## src/rtl/rld_timer_pkg.sv

```systemverilog
package rld_timer_pkg;
  localparam int CTL_EN_BIT   = 0;
  localparam int CTL_RST_BIT  = 1;
  localparam int CTL_LOAD_BIT = 2;
  localparam int CTL_IE_BIT   = 3;
  localparam int CTL_PEND_BIT = 4;
  localparam int CTL_FIELDS   = 5;

  localparam logic [1:0] SEL_COUNT   = 2'd0;
  localparam logic [1:0] SEL_RELOAD  = 2'd1;
  localparam logic [1:0] SEL_CONTROL = 2'd2;

  typedef struct packed {
    logic wrCount;
    logic loadReload;
    logic decrement;
  } cntStrobes_t;
endpackage

```

## src/rtl/rld_timer_ctrl.sv

```systemverilog
module rld_timer_ctrl
  import rld_timer_pkg::*;
#(
  parameter int DATA_W = 32
) (
  input  logic                  clk,
  input  logic                  rstN,
  input  logic                  tick,
  input  logic                  wrCount,
  input  logic                  wrControl,
  input  logic [DATA_W-1:0]     wrData,
  input  logic                  cntZero,
  output cntStrobes_t           strobes,
  output logic [CTL_FIELDS-1:0] ctlWord,
  output logic                  irqPulse
);
  logic ctlEn, ctlRst, ctlIe, ctlPend;
  logic expire, ctlLoad, clearPend;

  assign expire    = tick && ctlEn && cntZero;
  assign ctlLoad   = wrControl && wrData[CTL_LOAD_BIT];
  assign clearPend = wrControl && wrData[CTL_PEND_BIT];

  always_comb begin
    strobes = '0;
    if (wrCount) begin
      strobes.wrCount = 1'b1;
    end else if (ctlLoad) begin
      strobes.loadReload = 1'b1;
    end else if (tick && ctlEn) begin
      if (cntZero) strobes.loadReload = ctlRst;
      else         strobes.decrement  = 1'b1;
    end
  end

  always_ff @(posedge clk or negedge rstN) begin
    if (!rstN) begin
      ctlEn    <= 1'b0;
      ctlRst   <= 1'b0;
      ctlIe    <= 1'b0;
      ctlPend  <= 1'b0;
      irqPulse <= 1'b0;
    end else begin
      if (wrControl) begin
        ctlEn  <= wrData[CTL_EN_BIT];
        ctlRst <= wrData[CTL_RST_BIT];
        ctlIe  <= wrData[CTL_IE_BIT];
      end else if (expire && !ctlRst) begin
        ctlEn <= 1'b0;
      end
      if (expire && ctlIe)  ctlPend <= 1'b1;
      else if (clearPend)   ctlPend <= 1'b0;
      irqPulse <= expire && ctlIe;
    end
  end

  always_comb begin
    ctlWord               = '0;
    ctlWord[CTL_EN_BIT]   = ctlEn;
    ctlWord[CTL_RST_BIT]  = ctlRst;
    ctlWord[CTL_IE_BIT]   = ctlIe;
    ctlWord[CTL_PEND_BIT] = ctlPend;
  end

  // a pulse always comes with the pending flag
  p_irq_sets_pend_r5: assert property (@(posedge clk) disable iff (!rstN)
    irqPulse |-> ctlPend);
  // a pulse only follows a tick seen at a zero count
  p_irq_after_zero_r4: assert property (@(posedge clk) disable iff (!rstN)
    irqPulse |-> $past(tick && cntZero));
  // pending holds unless cleared by a write of one
  p_pend_sticky_r9: assert property (@(posedge clk) disable iff (!rstN)
    (ctlPend && !clearPend) |=> ctlPend);
  // one-shot expiry stops the channel
  p_oneshot_stops_r7: assert property (@(posedge clk) disable iff (!rstN)
    (expire && !ctlRst && !wrControl) |=> !ctlEn);
endmodule

```

## src/rtl/rld_timer_dpath.sv

```systemverilog
module rld_timer_dpath
  import rld_timer_pkg::*;
#(
  parameter int DATA_W = 32
) (
  input  logic                  clk,
  input  logic                  rstN,
  input  logic                  wrReload,
  input  logic [DATA_W-1:0]     wrData,
  input  cntStrobes_t           strobes,
  input  logic [CTL_FIELDS-1:0] ctlWord,
  input  logic [1:0]            rdSel,
  output logic                  cntZero,
  output logic [DATA_W-1:0]     rdData
);
  logic [DATA_W-1:0] count, reloadVal;

  assign cntZero = (count == '0);

  always_ff @(posedge clk or negedge rstN) begin
    if (!rstN) begin
      count     <= '0;
      reloadVal <= '0;
    end else begin
      if (strobes.wrCount)         count <= wrData;
      else if (strobes.loadReload) count <= reloadVal;
      else if (strobes.decrement)  count <= count - 1'b1;
      if (wrReload) reloadVal <= wrData;
    end
  end

  always_comb begin
    rdData = '0;
    case (rdSel)
      SEL_COUNT:   rdData = count;
      SEL_RELOAD:  rdData = reloadVal;
      SEL_CONTROL: rdData[CTL_FIELDS-1:0] = ctlWord;
      default:     rdData = '0;
    endcase
  end

  // the control side issues at most one counter action per cycle
  p_strobe_excl_r10: assert property (@(posedge clk) disable iff (!rstN)
    $onehot0({strobes.wrCount, strobes.loadReload, strobes.decrement}));
  // with no action the counter holds
  p_hold_r3: assert property (@(posedge clk) disable iff (!rstN)
    (strobes == '0) |=> $stable(count));
  // a reload takes the reload value of that cycle
  p_reload_r6: assert property (@(posedge clk) disable iff (!rstN)
    strobes.loadReload |=> (count == $past(reloadVal)));
endmodule

```

## src/rtl/rld_timer_chan.sv

```systemverilog
module rld_timer_chan
  import rld_timer_pkg::*;
#(
  parameter int DATA_W = 32
) (
  input  logic              clk,
  input  logic              rstN,
  input  logic              tick,
  input  logic              wrCount,
  input  logic              wrReload,
  input  logic              wrControl,
  input  logic [DATA_W-1:0] wrData,
  input  logic [1:0]        rdSel,
  output logic [DATA_W-1:0] rdData,
  output logic              irqPulse
);
  cntStrobes_t           strobes;
  logic [CTL_FIELDS-1:0] ctlWord;
  logic                  cntZero;

  rld_timer_ctrl #(.DATA_W(DATA_W)) i_ctrl (
    .clk(clk), .rstN(rstN), .tick(tick), .wrCount(wrCount),
    .wrControl(wrControl), .wrData(wrData), .cntZero(cntZero),
    .strobes(strobes), .ctlWord(ctlWord), .irqPulse(irqPulse)
  );

  rld_timer_dpath #(.DATA_W(DATA_W)) i_dpath (
    .clk(clk), .rstN(rstN), .wrReload(wrReload), .wrData(wrData),
    .strobes(strobes), .ctlWord(ctlWord), .rdSel(rdSel),
    .cntZero(cntZero), .rdData(rdData)
  );
endmodule

```

## config.mk

```make
export PLATFORM = sky130hd
export DESIGN_NAME = rld_timer_chan
export DESIGN_NICKNAME = d
export VERILOG_FILES = /design/src/rtl/rld_timer_pkg.sv /design/src/rtl/rld_timer_ctrl.sv /design/src/rtl/rld_timer_dpath.sv /design/src/rtl/rld_timer_chan.sv
export SDC_FILE = /design/constraint.sdc
export NUM_CORES = 1
export LEC_CHECK = 0
export ABC_CLOCK_PERIOD_IN_PS = 7500
export BUFFER_PORTS_ARGS = -buffer_cell sky130_fd_sc_hd__clkbuf_2
export CAP_MARGIN = 30
export CORE_ASPECT_RATIO = 1.25
export CORE_UTILIZATION = 38
export CTS_CLUSTER_DIAMETER = 60
export DETAILED_ROUTE_END_ITERATION = 16
export SLEW_MARGIN = 40
export SYNTH_ARGS = -nofsm -noshare
export SYNTH_HDL_FRONTEND = slang
export SYNTH_SLANG_ARGS = --single-unit
```

## constraint.sdc

```tcl
create_clock -name clk -period 7.5 [get_ports clk]
set_input_delay 2.25 -clock clk [delete_from_list [all_inputs] [get_ports clk]]
set_output_delay 2.25 -clock clk [all_outputs]
set_load 0.02 [all_outputs]
```

; Word level (Yosys, flattened, before mapping)
; Cells that the tools add are included.
[word_totals]
output_inout_bits = 33
reg_bits = 69
input_bits = 40
word_cells = 38
[classes]
addsub = 1
n_reduce_logical = 12
mux = 16
eq_ne = 2
[op_table]
columns = cell, count
row1 = 32-bit two-way mux, 3
row2 = 27-bit one-hot mux with 2 select lines, 1
row3 = 32-bit logical NOT, 1
row4 = 32-bit by 1-bit subtractor with 32-bit output (second input constant), 1
row5 = 5-bit one-hot mux with 3 select lines, 1
row6 = 1-bit two-way mux, 9
row7 = 1-bit logical AND, 6
row8 = 2-bit two-way mux, 2
row9 = 2-bit nonzero test, 2
row10 = 3-bit nonzero test, 1
row11 = 2-bit by 1-bit == test with 1-bit output (second input constant), 1
row12 = 2-bit == test (second input constant), 1
row13 = 2-bit logical NOT, 1
row14 = 1-bit logical NOT, 1

; Logic depth before layout (Yosys ltp)
; Gate-level depths: netlist of run 1.
[depth]
ltp_word = 8
mapped_depth = 10

; Cells and area by module
; Synthesis of run 1 repeated with hierarchy kept, for this count alone.
[hier_totals]
hier_cells = 463
area_unflattened_um2 = 4396.7
[modules_own_cells]
columns = module, cells_each, area_per_inst_um2, instances
row1 = rld_timer_dpath, 438, 4121.5, 1
row2 = rld_timer_ctrl, 25, 275.3, 1

; Worst setup path after synthesis of run 1
; OpenSTA, ideal clock, no wires.
[synth_path]
path_kind = input port to output port
start = input port rdSel[0]
end = output port rdData[10]
arrival_ns = 3.361
t_required_ns = 5.250
setup_slack_ns = 1.889
n_path_buf = 2
stages = 4
cell_sequence = clkbuf_1 buf_1 mux2i_1 nor2_1
[synth_via]
elab_chain_cells = 2
word_cells_on_any_way = 3
cone_classes = eq/ne (1) / mux (1) / reduce/logical (1)
[synth_lines]
columns = item, line
row1 = "start, declared", rld_timer_chan.sv:13  ; input logic [1:0] rdSel,
row2 = 2-bit by 1-bit == test with 1-bit output / 2-bit logical NOT (equally long branches), rld_timer_dpath.sv:34  ; case (rdSel)
row3 = 27-bit one-hot mux with 2 select lines (*), rld_timer_dpath.sv:34
row4 = "end, declared", rld_timer_chan.sv:14  ; output logic [DATA_W-1:0] rdData,
; Every way passes the cells marked *; elsewhere a longest branch is shown, timed or not.

; Final worst setup path of run 1
[layout_path]
start = input port rdSel[0]
end = output port rdData[22]
; The elaborated chain is that of the path after synthesis.

==> impl_results.md, run 1 <==
- Final core occ: 0.4565
- Number of enable flip-flop cells after synthesis: 0
- Top_reg_cell synth: dfrtp_1
- H-Tree Depth: 3
- PwrDens: 210.2 nW/um^2
- Worst Skew: 0.006019 ns
- Routed Antenna Nets: 0
- Top cells by count, synth: dfrtp_1, nor2_1, a21oi_1, mux2i_1, mux2_2
- Asr flop ratio synth: 1.000
- Comb pwr share: 0.199
- Maximum clock frequency: 172.0 MHz
- Total Routing Usage GR: 0.2227
- Port Buffer Count: 72
- Ranking of synthesized cells by area: dfrtp_1, mux2i_1, mux2_2, a21oi_1, nor2_1
- Crit path capture type: output port
- Fraction of layout cells with a size suffix above 1: 0.2495
- Largest net degree at the start of global routing: 70
- Clock sink count: 69
- Yosys top cell by area: dfrtp_1
- Rel. slew slack: 0.4923
- Top-count cell post-synth: dfrtp_1
- Sw frac: 0.3083
- Layout Nets: 589
- Max Slew Vio Count: 0
- Post-route setup TNS: 0 ns
- Skew-Pair Late Insertion Delay: 0.34 ns
- DRC violations left: 0
- Die area: 12,360 um^2
- Pre-CTS WS: 1.673 ns
- Worst path required time: 5.25 ns
- Worst hold path depth: 1
- Final WS setup: 1.686 ns
- Sequential fraction of design power: 0.420
- CTS root buffer: clkbuf_16
- Worst ir drop on vdd: 0.09724 mV
- Diode count: 0
- Net Switching: 0.0003436 W
- Crit path DAT: 3.56 ns
- RSZ-0062 raised after global routing: no
- Tmin final: 5.814 ns
- Flops & latches, synth: 69
- Hold WC Path Type: register to register
- Routed WL: 12,940 um
- Worst Path Class, Setup: primary input to output port
- Setup violators final: 0
- Clock Tree Buf Depth: 2
- WHS: 0.4763 ns
- Initial antenna violation count: 0
- Syn Inst Count: 498
- Max-Cap Viols: 0
- Worst-path fanout max: 18
- Cts bufs inserted: 9
- Syn_nets: 539
- Total grt overflow: 0
- Die X: 99.62 um
- Final Hold Fails: 0
- Filler instances: 1,166
- Reg2Reg Depth: 9
- Die Height: 124.0 um
- Status: completed
- Int Pwr: 0.0007709 W
- Vias in the first global route: 4,197
- Worst-path clk slew: 0.06 ns
- Gp weighted congestion: 0.7984
- Core footprint: 11,620 um^2
- Row cnt: 44
- Post_cts resized: 0
- DR vias: 4,073
- Initial DRC Count: 279
- Initial Utilization: 0.3897
- First-pass iteration count of the detailed router: 5
- Mean post-synth cell area: 9.090 um^2
- Leakage: 2.291 nW
- Area growth syn-to-layout: 17.14%
- Yosys cell types: 53
- Post-DR wirelength/cell: 18.12 um
- Post-CTS setup buffers: 0
- Worst slew pin tran: 0.7565 ns
- DR vias/cell: 5.704
- Ys Warns: 0
- IO Pins: 73
- Final worst path period share: 0.7751
- DP HPWL: 8655 um
- Clock power frac: 0.381
- Post-CTS Hold Fix Bufs: 0
- CTS tree: done
- Register area share after synthesis: 0.3814
- Area share of the largest cell type after synthesis: 0.3814
- Post-Syn Area: 4527 um^2
- Crit start category: primary input
- Global-route wire length before repair: 21,180 um
==> critical path, stage by stage <==
cell and delay [ns]:
clkbuf_2 0.39, buf_4 0.42, mux2i_1 0.26, nor2_1 0.07, clkbuf_2 0.17
==> final timing paths <==
check / start / end / slack, ns
setup reg to reg: i_dpath.count[0]$_DFFE_PN0P_ / i_dpath.count[24]$_DFFE_PN0P_ / 4.01
max in group asynchronous: rstN / i_dpath.count[1]$_DFFE_PN0P_ / 5.01
hold reg to reg: i_ctrl.ctlPend$_DFFE_PN0P_ / i_ctrl.ctlPend$_DFFE_PN0P_ / 0.48
min in group asynchronous: rstN / i_dpath.reloadVal[29]$_DFFE_PN0P_ / 2.01
setup / recovery: rdSel[0] / rdData[22] / 1.69
hold / removal: i_ctrl.ctlPend$_DFFE_PN0P_ / i_ctrl.ctlPend$_DFFE_PN0P_ / 0.48
==> power groups by stage <==
stage / registers [W] / logic [W] / clock network, W
6_report: 0.000468 / 0.000221 / 0.000425
5_1_grt: 0.000475 / 0.000245 / 0.000446
4_1_cts: 0.000467 / 0.000223 / 0.000436
3_5_place_dp: 0.000474 / 0.000222 / 0
3_3_place_gp: 0.000472 / 0.000215 / 0
2_1_floorplan: 0.000451 / 0.000162 / 0
==> registers in the layout, summed over array words and instances (netlist names) <==
signal             count
i_ctrl.ctlPend         1
i_ctrl.ctlRst          1
i_ctrl.ctlEn           1
i_dpath.reloadVal     32
i_dpath.count         32
i_ctrl.ctlIe           1
i_ctrl.irqPulse        1
==> final cells by class <==
| type | count | area [um^2] | area share |
|---|---|---|---|
| clock inverter | 5 | 50.05 | 0.009438 |
| timing repair buffer | 78 | 439.2 | 0.08282 |
| sequential | 69 | 1727 | 0.3256 |
| clock buffer | 11 | 242.7 | 0.04578 |
| tap | 161 | 201.4 | 0.03799 |
| multi-input combinational | 373 | 2579 | 0.4863 |
| inverter | 17 | 63.81 | 0.01203 |
==> routing by layer <==
layer	wire length (um)	track usage
met1	5376	0.2592
met5	0	0
met2	6824	0.4089
met3	530	0.03535
met4	204	0.08824
==> placed cells by master, fill, tap and decap left out, types with 11 or more instances in the layout <==
| cell type | netlist | routed |
|---|---|---|
| nor2_1 | 48 | 48 |
| xor2_1 | 13 | 13 |
| nor3_1 | 14 | 14 |
| a21oi_1 | 39 | 39 |
| o21ai_0 | 26 | 26 |
| inv_1 | 17 | 17 |
| mux2i_1 | 39 | 39 |
| nand2_1 | 31 | 31 |
| clkbuf_2 | 0 | 70 |
| dfrtp_1 | 69 | 69 |
| nor4_1 | 14 | 14 |
| nor2b_1 | 18 | 18 |
| nand2b_1 | 11 | 11 |
| mux2_2 | 34 | 34 |
| a221oi_1 | 11 | 11 |
==> per-stage QoR <==
| step | cell area (um^2) | cells | total power [W] |
|---|---|---|---|
| 5_1_grt | 5303 | 714 | 0.001166 |
| 6_report | 5303 | 714 | 0.001114 |
| 4_1_cts | 5275 | 713 | 0.001126 |
| 2_1_floorplan | 4527 | 498 | 0.0006135 |
| 3_3_place_gp | 4960 | 696 | 0.0006870 |
| 3_5_place_dp | 4982 | 697 | 0.0006952 |
==> kinds of logic (layout without fill, tap and decap cells) <==
kind of cell,after synthesis,after routing,synth area share
simple gates,163,163,0.1913
compound gates,118,118,0.1686
mux,75,75,0.1758
flops,69,69,0.3814
buf+inv,56,111,0.04920
xor+xnor,16,16,0.03096
fa+ha+maj,1,1,0.002764
Note: power is estimated with default switching activity, not from simulation.
==> inputs of run 2 (changes only) <==
--- a/config.mk
+++ b/config.mk
@@ -5,7 +5,8 @@
 export SDC_FILE = /design/constraint.sdc
 export NUM_CORES = 1
 export LEC_CHECK = 0
-export ABC_CLOCK_PERIOD_IN_PS = 7500
+export ABC_AREA = 1
+export ABC_CLOCK_PERIOD_IN_PS = 5800
 export BUFFER_PORTS_ARGS = -buffer_cell sky130_fd_sc_hd__clkbuf_2
 export CAP_MARGIN = 30
 export CORE_ASPECT_RATIO = 1.25
==> constraint.sdc (replaced) <==
create_clock -name clk -period 5.8 [get_ports clk]
set_input_delay 1.74 -clock clk [delete_from_list [all_inputs] [get_ports clk]]
set_output_delay 1.74 -clock clk [all_outputs]
set_load 0.02 [all_outputs]
==> run 2 against run 1 <==
Effect of this change:
- die area up 4.1%
- critical endpoint is now rdData[3]
- count of clock-buffer cells in the layout is 2 lower
- clock power increased by 39%
- sequential share of layout area decreased by 1.0 points
- critical path depth is 1 higher
- critical path type unchanged
- via count up 12%
==> impl_results.md, run 2 <==
- Setup violators final: 0
- Maximum clock frequency: 204.0 MHz
- DR vias/cell: 4.871
- Top cells by count, synth: nand2_1, nor2_1, inv_1, dfrtp_1, nand3_1
- Reg2reg setup slack: 2.99 ns
- Post-CTS setup buffers: 0
- First-pass iteration count of the detailed router: 4
- Crit start category: primary input
- Final core occ: 0.4519
- Die Height: 126.5 um
- Final Hold Fails: 0
- Syn_nets: 753
- Diode count: 0
- Total grt overflow: 0
- Ranking of synthesized cells by area: dfrtp_1, nand2_1, nor2_1, inv_1, nand3_1
- Area growth syn-to-layout: 16.03%
- Worst ir drop on vdd: 0.1121 mV
- Syn Inst Count: 712
- Flops & latches, synth: 69
- Most frequent cells in the layout: nand2_1, nor2_1, inv_1, clkbuf_2, dfrtp_1
- Largest net degree at the start of global routing: 65
- Hold endpoint: i_ctrl.ctlPend$_DFFE_PN0P_
- DP HPWL: 9484 um
- Clock Tree Buf Depth: 2
- Core footprint: 12,110 um^2
- Worst hold start: i_ctrl.ctlPend$_DFFE_PN0P_
- Mean post-synth cell area: 6.622 um^2
- RSZ-0062 raised after global routing: no
- Vias in the first global route: 4,587
- Row cnt: 45
- Post-CTS Hold Fix Bufs: 0
- Asr flop ratio synth: 1.000
- Post-DR wirelength/cell: 14.14 um
- Cts bufs inserted: 9
- Number of enable flip-flop cells after synthesis: 0
- Leakage: 2.965 nW
- Worst-path clk slew: 0.06 ns
- Skew-Pair Late Insertion Delay: 0.34 ns
- Yosys top cell by area: dfrtp_1
- Top_reg_cell synth: dfrtp_1
- Post-Syn Area: 4715 um^2
- Tmin final: 4.903 ns
- Register area share after synthesis: 0.3662
- Rel. slew slack: 0.4432
- Max Slew Vio Count: 0
- PwrDens: 276.6 nW/um^2
- Ys Warns: 0
- Reg2Reg Depth: 12
- Layout Nets: 812
- Crit path capture type: output port
- DRC violations left: 0
- Die area: 12,860 um^2
- Worst hold path depth: 2
- Initial Utilization: 0.3895
- Crit path DAT: 3.16 ns
- Worst-path fanout max: 17
- Commonest non-fill, non-tap cell in the layout: nand2_1
- Worst path required time: 4.06 ns
- Post-route setup TNS: 0 ns
- Top-count cell post-synth: nand2_1
- DR vias: 4,579
- Final worst path period share: 0.8453
- Routed Antenna Nets: 0
- Port Buffer Count: 72
- Reg-to-reg endpoint: i_dpath.count[12]$_DFFE_PN0P_
- Global-route wire length before repair: 21,890 um
- CTS root buffer: clkbuf_16
- Initial antenna violation count: 0
- H-Tree Depth: 3
- Worst Skew: 0.006559 ns
- R2R Path Start: i_dpath.count[0]$_DFFE_PN0P_
- CTS tree: done
- Worst Path Class, Setup: primary input to output port
- Die X: 101.6 um
- Total Routing Usage GR: 0.2217
- Filler instances: 1,269
- Routed WL: 13,290 um
- Largest regs: i_dpath.count: 32 flops, i_dpath.reloadVal: 32 flops
- Post_cts resized: 0
- Clock sink count: 69
- Yosys cell types: 31
- Max-Cap Viols: 0
- Fraction of layout cells with a size suffix above 1: 0.1495
- IO Pins: 73
- Hold WC Path Type: register to register
- Worst slew pin tran: 0.8353 ns
- Initial DRC Count: 177
- Status: completed
- Gp weighted congestion: 0.9187
- Area share of the largest cell type after synthesis: 0.3662
-- run 2: metal layers --
| metal | share of wire | up-vias | GRT usage |
|---|---|---|---|
| li1 | - | 2327 | - |
| met5 | 0 | - | 0 |
| met1 | 0.44 | 2125 | 0.2710 |
| met2 | 0.51 | 107 | 0.3903 |
| met3 | 0.038 | 20 | 0.03140 |
| met4 | 0.020 | 0 | 0.08099 |
-- run 2: cell type report --
type | instances | area (um^2) | share of cell area
sequential | 69 | 1727 | 0.3156
tap | 164 | 205.2 | 0.03751
clock buffer | 9 | 225.2 | 0.04117
multi-input combinational | 508 | 2426 | 0.4435
clock inverter | 7 | 90.09 | 0.01647
timing repair buffer | 76 | 395.4 | 0.07228
inverter | 107 | 401.6 | 0.07342
-- run 2: worst max path at each step --
stage / start / end / slack (ns) / cells past startpoint
detailed placement: rdSel[0] / rdData[3] / 0.91 / 6
CTS: rdSel[0] / rdData[3] / 0.91 / 6
global route: rdSel[0] / rdData[3] / 0.77 / 6
finish: rdSel[0] / rdData[3] / 0.90 / 6
global placement: rdSel[0] / rdData[3] / 0.96 / 6
floorplan: rdSel[0] / rdData[0] / 1.52 / 4
-- run 2: worst max-delay path, cell delays in order --
cell and delay, ns:
clkbuf_2 0.10, inv_1 0.11, nand2_1 0.42, buf_4 0.39, o221ai_1 0.18, clkbuf_2 0.20
-- run 2: cells by family after synthesis --
logic type,after synthesis,share of synthesized area
AND/OR/NAND/NOR,415,0.3848
buffers and inverters,135,0.1192
AO/OA/AOI/OAI,70,0.08625
flip-flops,69,0.3662
XOR/XNOR,22,0.04087
adder cells (fa/ha/maj),1,0.002654
-- run 2: metrics by stage --
| stage | worst slack, ns | hold WS, ns | power (W) | cell area (um^2) | std cells |
|---|---|---|---|---|---|
| detailed placement | 0.9112 | 0.4762 | 0.0009295 | 5152 | 924 |
| CTS | 0.9124 | 0.4906 | 0.001522 | 5468 | 940 |
| global route | 0.7719 | 0.5595 | 0.001592 | 5470 | 940 |
| floorplan | 1.515 | 0.4533 | 0.0008233 | 4715 | 712 |
| global placement | 0.9580 | 0.4699 | 0.0009246 | 5150 | 924 |
| finish | 0.8971 | 0.4860 | 0.001513 | 5470 | 940 |
-- run 2: power by group --
group | internal, W | leakage [nW] | switching [W]
clock | 0.000374 | 0.151 | 0.000217
combinational | 0.000112 | 1.97 | 0.000241
sequential | 0.000531 | 0.843 | 0.0000374
total | 0.00102 | 2.96 | 0.000496
==> inputs of run 3 (changes only) <==
--- a/config.mk
+++ b/config.mk
@@ -5,8 +5,8 @@
 export SDC_FILE = /design/constraint.sdc
 export NUM_CORES = 1
 export LEC_CHECK = 0
-export ABC_AREA = 1
-export ABC_CLOCK_PERIOD_IN_PS = 5800
+export ABC_AREA = 0
+export ABC_CLOCK_PERIOD_IN_PS = 5100
 export BUFFER_PORTS_ARGS = -buffer_cell sky130_fd_sc_hd__clkbuf_2
 export CAP_MARGIN = 30
 export CORE_ASPECT_RATIO = 1.25
==> constraint.sdc (replaced) <==
create_clock -name clk -period 5.1 [get_ports clk]
set_input_delay 1.53 -clock clk [delete_from_list [all_inputs] [get_ports clk]]
set_output_delay 1.53 -clock clk [all_outputs]
set_load 0.02 [all_outputs]
==> run 3 against run 2 <==
Effect of this change:
- via count decreased by 12%
- clock power grew 16%
- first-iteration DRC count down 5.1%
- non-clock buffer count increased by 6
- core utilization rose by 0.76 points
- register-to-register slack worse by 1.4 ns
- combinational power shrank 7.6%
- hold slack gained 0.014 ns
- sequential share of layout area up 0.78 points
- power rose by 12%
- worst setup slack improved by 0.045 ns
- design area fell by 2.4%
- critical path type unchanged
==> impl_results.md, run 3 (same netlist as run 1, synthesis figures left out) <==
- Vias in the first global route: 4,118
- Skew-Pair Late Insertion Delay: 0.34 ns
- Total Routing Usage GR: 0.2204
- Clock Tree Buf Depth: 2
- H-Tree Depth: 3
- Fraction of layout cells with a size suffix above 1: 0.2531
- WHS: 0.4996 ns
- Tmin final: 4.158 ns
- Worst-path clk slew: 0.06 ns
- Reg2Reg Depth: 9
- Final core occ: 0.4595
- Post-CTS Hold Fix Bufs: 0
- Worst hold path depth: 1
- Setup violators final: 0
- Routed Antenna Nets: 0
- Maximum clock frequency: 240.5 MHz
- Filler instances: 1,129
- Crit start category: primary input
- Post_cts resized: 0
- Most frequent cells in the layout: clkbuf_2, dfrtp_1, nor2_1, mux2i_1, a21oi_1
- Total grt overflow: 0
- Worst Path Class, Setup: primary input to output port
- Worst ir drop on vdd: 0.1801 mV
- Initial antenna violation count: 0
- Routed WL: 13,000 um
- Die Height: 124.0 um
- Rel. slew slack: 0.4349
- Slowest stage cell, crit path: nor2b_1
- Post-CTS setup buffers: 0
- Leakage: 2.301 nW
- PwrDens: 317.9 nW/um^2
- IO Pins: 73
- Crit path capture type: output port
- Area growth syn-to-layout: 17.91%
- Die X: 99.62 um
- Worst path required time: 3.57 ns
- Port Buffer Count: 72
- Initial DRC Count: 168
- Layout Nets: 593
- CP peak stage delay: 0.39 ns
- CP most frequent cell: clkbuf_2
- Hold WC Path Type: register to register
- Power Total: 0.001697 W
- Final worst path period share: 0.8152
- Post-DR wirelength/cell: 18.10 um
- Post-Layout Inst Area: 5338 um^2
- DR vias/cell: 5.616
- Post-route setup TNS: 0 ns
- Worst Skew: 0.007052 ns
- DRC violations left: 0
- Clock sink count: 69
- Initial Utilization: 0.3897
- Largest net degree at the start of global routing: 48
- First-pass iteration count of the detailed router: 5
- DP HPWL: 8882 um
- Row cnt: 44
- Die area: 12,360 um^2
- Commonest non-fill, non-tap cell in the layout: clkbuf_2
- Placed inst area: 5000 um^2
- Crit path cell chain: clkbuf_2 -> nor2b_1 -> nand2_1 -> o21ai_0 -> clkbuf_2
- Global-route wire length before repair: 21,000 um
- Max-Cap Viols: 0
- Worst slew pin tran: 0.8477 ns
- Reg2reg setup slack: 1.56 ns
- Largest regs: i_dpath.count: 32 flops, i_dpath.reloadVal: 32 flops
- Worst-path fanout max: 17
- RSZ-0062 raised after global routing: no
- DR vias: 4,032
- Crit path DAT: 2.63 ns
- Cts bufs inserted: 9
- Gp weighted congestion: 0.8312
- Core footprint: 11,620 um^2
- Diode count: 0
- CTS root buffer: clkbuf_16
- Final Hold Fails: 0
- CTS tree: done
- Status: completed
- Max Slew Vio Count: 0
-- run 3: cell types whose count changed in the layout (fill, tap and decap cells not counted), moves of 18 or more --
cell | previous run | this run
o22ai_1 | 28 | 1
mux2i_1 | 0 | 39
nor2b_1 | 0 | 18
nand2_1 | 230 | 31
a21oi_1 | 0 | 39
mux2_2 | 0 | 34
nor2_1 | 108 | 48
nand3_1 | 42 | 2
inv_1 | 107 | 17
-- run 3: routing by layer --
layer,global-route usage,vias up,share of wire
li1,-,1919,-
met1,0.2639,1993,0.42
met2,0.3976,100,0.52
met3,0.02301,20,0.034
met4,0.1029,0,0.024
met5,0,-,0
-- run 3: path summary, 6_finish.rpt --
kind,from,endpoint
max in group asynchronous,rstN,i_dpath.count[21]$_DFFE_PN0P_
min in group asynchronous,rstN,i_dpath.reloadVal[29]$_DFFE_PN0P_
min,i_ctrl.ctlPend$_DFFE_PN0P_,i_ctrl.ctlPend$_DFFE_PN0P_
min reg2reg,i_ctrl.ctlPend$_DFFE_PN0P_,i_ctrl.ctlPend$_DFFE_PN0P_
max,rdSel[1],rdData[1]
max reg2reg,i_dpath.count[0]$_DFFE_PN0P_,i_dpath.count[24]$_DFFE_PN0P_
-- run 3: where the power goes --
group          switching, W  total, W  internal (W)
clock network      0.000241  0.000684      0.000442
registers         0.0000816  0.000686      0.000605
logic              0.000186  0.000327      0.000141
total              0.000509   0.00170       0.00119
-- run 3: critical path: cells and delay by family --
family | cells | cell delay [ns]
AO/OA/AOI/OAI | 1 | 0.08
buffers and inverters | 2 | 0.50
AND/OR/NAND/NOR | 2 | 0.51
-- run 3: through the flow --
stage | setup WS [ns] | instances
after floorplan | 0.9287 | 498
after global placement | 0.9480 | 701
after detailed placement | 0.9410 | 701
after CTS | 0.9311 | 717
after global routing | 0.8556 | 718
final | 0.9424 | 718
-- run 3: cell type report --
class / count / area (um^2) / area share
Clock buffer: 11 / 242.7 / 0.04548
Multi-Input combinational cell: 373 / 2577 / 0.4829
Timing Repair Buffer: 82 / 441.7 / 0.08275
Sequential cell: 69 / 1727 / 0.3235
Clock inverter: 5 / 83.83 / 0.01571
Inverter: 17 / 63.81 / 0.01195
Tap cell: 161 / 201.4 / 0.03774
